`src/rtl/console_pkg.sv`:
```
package console_pkg;
  typedef struct packed {
    logic loadChar;
    logic rearm;
  } consStrobe_t;

  typedef enum logic [1:0] {SEL_NONE, SEL_STATUS, SEL_DATA} rdSel_t;
endpackage

```
`src/rtl/console_ctrl.sv`:
```
module console_ctrl
  import console_pkg::*;
#(
  parameter int ADDR_W = 16,
  parameter logic [ADDR_W-1:0] STATUS_ADDR = 16'hF3FC,
  parameter logic [ADDR_W-1:0] DATA_ADDR   = 16'hF3FF
) (
  input  logic              clk,
  input  logic              rstN,
  input  logic [ADDR_W-1:0] busAddr,
  input  logic              busWrEn,
  input  logic              busRdEn,
  input  logic              outReady,
  output consStrobe_t       strobe,
  output rdSel_t            rdSel,
  output logic              readyFlag
);
  logic hitData, hitStatus;

  assign hitData   = (busAddr == DATA_ADDR);
  assign hitStatus = (busAddr == STATUS_ADDR);

  always_comb begin
    strobe.loadChar = busWrEn && hitData && readyFlag;
    strobe.rearm    = !readyFlag && outReady;
  end

  always_comb begin
    if (!busRdEn)       rdSel = SEL_NONE;
    else if (hitStatus) rdSel = SEL_STATUS;
    else if (hitData)   rdSel = SEL_DATA;
    else                rdSel = SEL_NONE;
  end

  always_ff @(posedge clk or negedge rstN) begin
    if (!rstN)                readyFlag <= 1'b1;
    else if (strobe.loadChar) readyFlag <= 1'b0;
    else if (strobe.rearm)    readyFlag <= 1'b1;
  end
endmodule

```
`src/rtl/console_dp.sv`:
```
module console_dp
  import console_pkg::*;
#(
  parameter int DATA_W    = 16,
  parameter int CHAR_W    = 8,
  parameter int READY_BIT = DATA_W - 1
) (
  input  logic              clk,
  input  logic              rstN,
  input  consStrobe_t       strobe,
  input  rdSel_t            rdSel,
  input  logic              readyFlag,
  input  logic [CHAR_W-1:0] wrChar,
  output logic [DATA_W-1:0] rdData,
  output logic [CHAR_W-1:0] charOut
);
  localparam int PAD_W = DATA_W - CHAR_W;

  logic [CHAR_W-1:0] charReg;
  logic [DATA_W-1:0] statusWord;

  always_ff @(posedge clk or negedge rstN) begin
    if (!rstN)                charReg <= '0;
    else if (strobe.loadChar) charReg <= wrChar;
  end

  always_comb begin
    statusWord            = '0;
    statusWord[READY_BIT] = readyFlag;
  end

  always_comb begin
    unique case (rdSel)
      SEL_STATUS: rdData = statusWord;
      SEL_DATA:   rdData = {{PAD_W{1'b0}}, charReg};
      default:    rdData = '0;
    endcase
  end

  assign charOut = charReg;
endmodule

```
`src/rtl/console_out_port.sv`:
```
module console_out_port
  import console_pkg::*;
#(
  parameter int ADDR_W = 16,
  parameter int DATA_W = 16,
  parameter int CHAR_W = 8,
  parameter logic [ADDR_W-1:0] STATUS_ADDR = 16'hF3FC,
  parameter logic [ADDR_W-1:0] DATA_ADDR   = 16'hF3FF
) (
  input  logic              clk,
  input  logic              rstN,
  input  logic [ADDR_W-1:0] busAddr,
  input  logic              busWrEn,
  input  logic              busRdEn,
  input  logic [DATA_W-1:0] busWrData,
  output logic [DATA_W-1:0] busRdData,
  output logic              outValid,
  output logic [CHAR_W-1:0] outByte,
  input  logic              outReady
);
  consStrobe_t strobe;
  rdSel_t      rdSel;
  logic        readyFlag;

  console_ctrl #(.ADDR_W(ADDR_W), .STATUS_ADDR(STATUS_ADDR), .DATA_ADDR(DATA_ADDR)) u_ctrl (
    .clk(clk), .rstN(rstN), .busAddr(busAddr), .busWrEn(busWrEn), .busRdEn(busRdEn),
    .outReady(outReady), .strobe(strobe), .rdSel(rdSel), .readyFlag(readyFlag)
  );

  console_dp #(.DATA_W(DATA_W), .CHAR_W(CHAR_W)) u_dp (
    .clk(clk), .rstN(rstN), .strobe(strobe), .rdSel(rdSel), .readyFlag(readyFlag),
    .wrChar(busWrData[CHAR_W-1:0]), .rdData(busRdData), .charOut(outByte)
  );

  assign outValid = !readyFlag;
endmodule

```
`config.mk`:
```
export PLATFORM = sky130hd
export DESIGN_NAME = console_out_port
export DESIGN_NICKNAME = d
export VERILOG_FILES = /design/src/rtl/console_pkg.sv /design/src/rtl/console_ctrl.sv /design/src/rtl/console_dp.sv /design/src/rtl/console_out_port.sv
export SDC_FILE = /design/constraint.sdc
export NUM_CORES = 1
export LEC_CHECK = 0
export BUFFER_PORTS_ARGS = -buffer_cell sky130_fd_sc_hd__buf_2
export CAP_MARGIN = 10
export CELL_PAD_IN_SITES_DETAIL_PLACEMENT = 1
export CELL_PAD_IN_SITES_GLOBAL_PLACEMENT = 1
export CORE_AREA = 2 2 52 54
export CTS_BUF_LIST = sky130_fd_sc_hd__clkbuf_4 sky130_fd_sc_hd__clkbuf_8
export DETAILED_ROUTE_END_ITERATION = 6
export DIE_AREA = 0 0 54 56
export GPL_TIMING_DRIVEN = 0
export PLACE_DENSITY_LB_ADDON = 0.12
export SYNTH_ARGS = -nofsm -noshare
export SYNTH_HDL_FRONTEND = slang
export SYNTH_SLANG_ARGS = --single-unit
```
`constraint.sdc`:
```
create_clock -name clk -period 2.5 [get_ports clk]
set_input_delay 0.125 -clock clk [delete_from_list [all_inputs] [get_ports clk]]
set_output_delay 0.125 -clock clk [all_outputs]
set_load 0.01 [all_outputs]
```
==> summary.txt <==
Run status
  – Status: complete, no violations

Timing
  – Setup Total Neg Slack: 0 ps
  – Final period util: around two thirds
  – Fmax: 0.600 GHz
  – Hold slack: roughly 76 ps
  – Final Setup Violations: 0
  – Tmin final: 1670 ps
  – Final hold violations: 0
  – Pins Over Slew Limit: 0
  – Worst Skew: 5.29 ps
  – RSZ-0062 raised after global routing: false

Floorplanning
  – Initial Utilization: 23.7%
  – Overall die height: ~56 um
  – Die Width: 54 um
  – Core area: roughly 2400 um2
  – Num ports: 62
  – Rows: 18
  – Die area: 3020 um2

Clock network
  – Reg clk slew, reported paths: approximately 60 ps
  – Root buf cell: clkbuf_4
  – Clk buf depth: 2
  – Clk_lat worst skew: approximately 250 ps
  – Post-CTS setup buffers: 0
  – TritonCTS Buffers: 3
  – H-tree Lvls: 1
  – CTS tree: yes
  – Clk sinks: 9

Yosys
  – Synth Register Bits: 9
  – YS warnings: 0
  – FFs w/ async S/R, synth: 100%
  – Post-Synthesis Cells: a little under 50
  – Synth area leaders: dfrtp_1 35%, mux2_2 14%, and2_1 11%, buf_4 9.1%, dfstp_2 4.6%
  – Count leader, synth: and2_1
  – Top cell type by total area after synthesis: dfrtp_1
  – Most frequent cells after synthesis: 10 x and2_1, 8 x dfrtp_1, 7 x buf_4, 7 x mux2_2, 2 x nand4_1
  – Post-synthesis cell type count: 20
  – Top FF cell, synth: dfrtp_1
  – Top cell type's share of synthesized area: 34.7%
  – EDFF count, synth: 0
  – Register area share after synthesis: between 30% and 40%
  – Syn Area/Cell: about 12 um2
  – Post-Syn Area: approximately 580 um2

Global routing
  – First-pass GRT wire length: approximately 2400 um
  – Gr ovfl total: 0
  – Largest net degree at the start of global routing: 10
  – All-Layer GR Usage: 10.3%
  – Vias in the first global route: approximately 590
  – Initial antenna violation count: 0

Placement
  – IO buf count: 46
  – DP HPWL: 1200 um
  – RePlAce Congestion: ~0.60

Critical path
  – Critical path class: in2out
  – Worst EP arrival: approximately 1500 ps
  – Crit. End Element: output port
  – Max incr delay on CP: between 300 and 400 ps
  – Crit path cell chain: buf_2, nand4b_4, nor4_4, nand3_1, ha_1, nor3_1, buf_2
  – CP Launch Type: input pin
  – CP Max Fanout: 2
  – Slowest cell on the critical path: nor4_4
  – R2R cell count: 3
  – CP required: 2380 ps
  – Cell mode on critical path: buf_2

Route
  – Initial DRT Pass Iterations: 2
  – ANT nets after route: 0
  – Remaining DRCs: 0
  – Avg WL per Cell: around 10 um
  – Via count: 561
  – Initial DRC Count: 1
  – Vias per cell: 4.13
  – Final wirelength: approximately 1400 um

Layout
  – Ant diodes: 0
  – NumNets Final: between 100 and 150
  – Area of the multi-input gates: about 320 um2
  – Fin util: 37.3%
  – Reg area: roughly 230 um2
  – Fillers: 313
  – Area added between synthesis and finish: 57.3%
  – Layout cells sized above 1: 65.1%

Hold path
  – Class of the tightest hold or removal check: in2reg
  – Worst hold stages: 2

Power
  – Overall power: about 320 uW
  – Worst ir drop on vdd: around 0.27 mV
  – Pwr/cell area: 348 nW/um2
  – Lkg Pwr: about 0.55 nW

Job
  – Max Cap Viol: 0
-- power by group --
group / internal [mW] / switching, mW
clock: 0.0722 / 0.0500
sequential: 0.146 / 0.0000271
combinational: 0.0267 / 0.0206
-- critical path, delay by kind of cell --
family | cells | cell delay (ps)
adders and majority gates | 1 | 310
buffers and inverters | 2 | 250
and+or+nand+nor | 4 | 850
-- registers in the layout, indices dropped and copies added, names as in the netlist --
name and flops:
u_dp.charOut 8, u_ctrl.readyFlag 1
-- cell type report --
class / instances / area share (%)
multi-input cells: 38 / 34.9
repair buffers: 47 / 26.5
flip-flops and latches: 9 / 25.0
plain buffers: 7 / 5.79
well taps: 30 / 4.14
clock buffers: 4 / 3.31
inverters: 1 / 0.414
-- layer usage --
metal	GRT usage (%)	share of wire (%)	vias to the layer above
met4	2.86	0	0
met5	0	0	-
met3	2.15	9.4	0
li1	-	-	273
met2	18.6	55	24
met1	11.6	36	264
-- through the flow --
stage	cells	instance area, um2	worst slack, ps
finish	136	907	833
global route	136	907	652
CTS	136	907	806
detailed placement	131	867	815
global placement	131	867	823
floorplan	55	599	990
-- placed cells by master (no fill, tap or decap) --
cell type,netlist,final
and2_1,10,10
mux2_4,1,1
nor2_1,1,1
nand3_1,1,1
ha_1,1,1
nand4_4,1,1
mux2_2,7,7
nor4_1,1,1
nand4_1,2,2
nand4b_1,1,1
inv_1,1,1
nand4b_4,1,1
buf_2,0,46
o21a_1,1,1
conb_1,1,7
dfstp_2,1,1
clkbuf_4,0,4
buf_4,7,7
nor3_1,1,1
dfrtp_1,8,8
nand2b_1,1,1
nor4_4,1,1
dlygate4sd3_1,0,1
-- worst paths after layout --
| kind | startpoint | to | slack, ps |
|---|---|---|---|
| max in group asynchronous | rstN | u_ctrl.readyFlag$_DFFE_PN1P_ | 2000 |
| hold / removal | outReady | u_ctrl.readyFlag$_DFFE_PN1P_ | 80 |
| min in group asynchronous | rstN | u_dp.charOut[5]$_DFFE_PN0P_ | 240 |
| hold reg to reg | u_dp.charOut[5]$_DFFE_PN0P_ | u_dp.charOut[5]$_DFFE_PN0P_ | 520 |
| setup reg to reg | u_ctrl.readyFlag$_DFFE_PN1P_ | u_dp.charOut[0]$_DFFE_PN0P_ | 1130 |
| setup / recovery | busAddr[10] | busRdData[15] | 830 |
-- cell families after synthesis --
family | share of synthesized area [%]
buffers and inverters | 9.76
other | 0.650
muxes | 16.3
adders and majority gates | 2.17
DFF | 39.3
and+or+nand+nor | 30.6
AOI/OAI and AO/OA | 1.30
-- timing repair --
action | CTS | global route
gates resized for setup | 0 | 0
hold buffers | 1 | 0
hold endpoints to repair | 9 | 0
(Power assumes the default switching activity.)
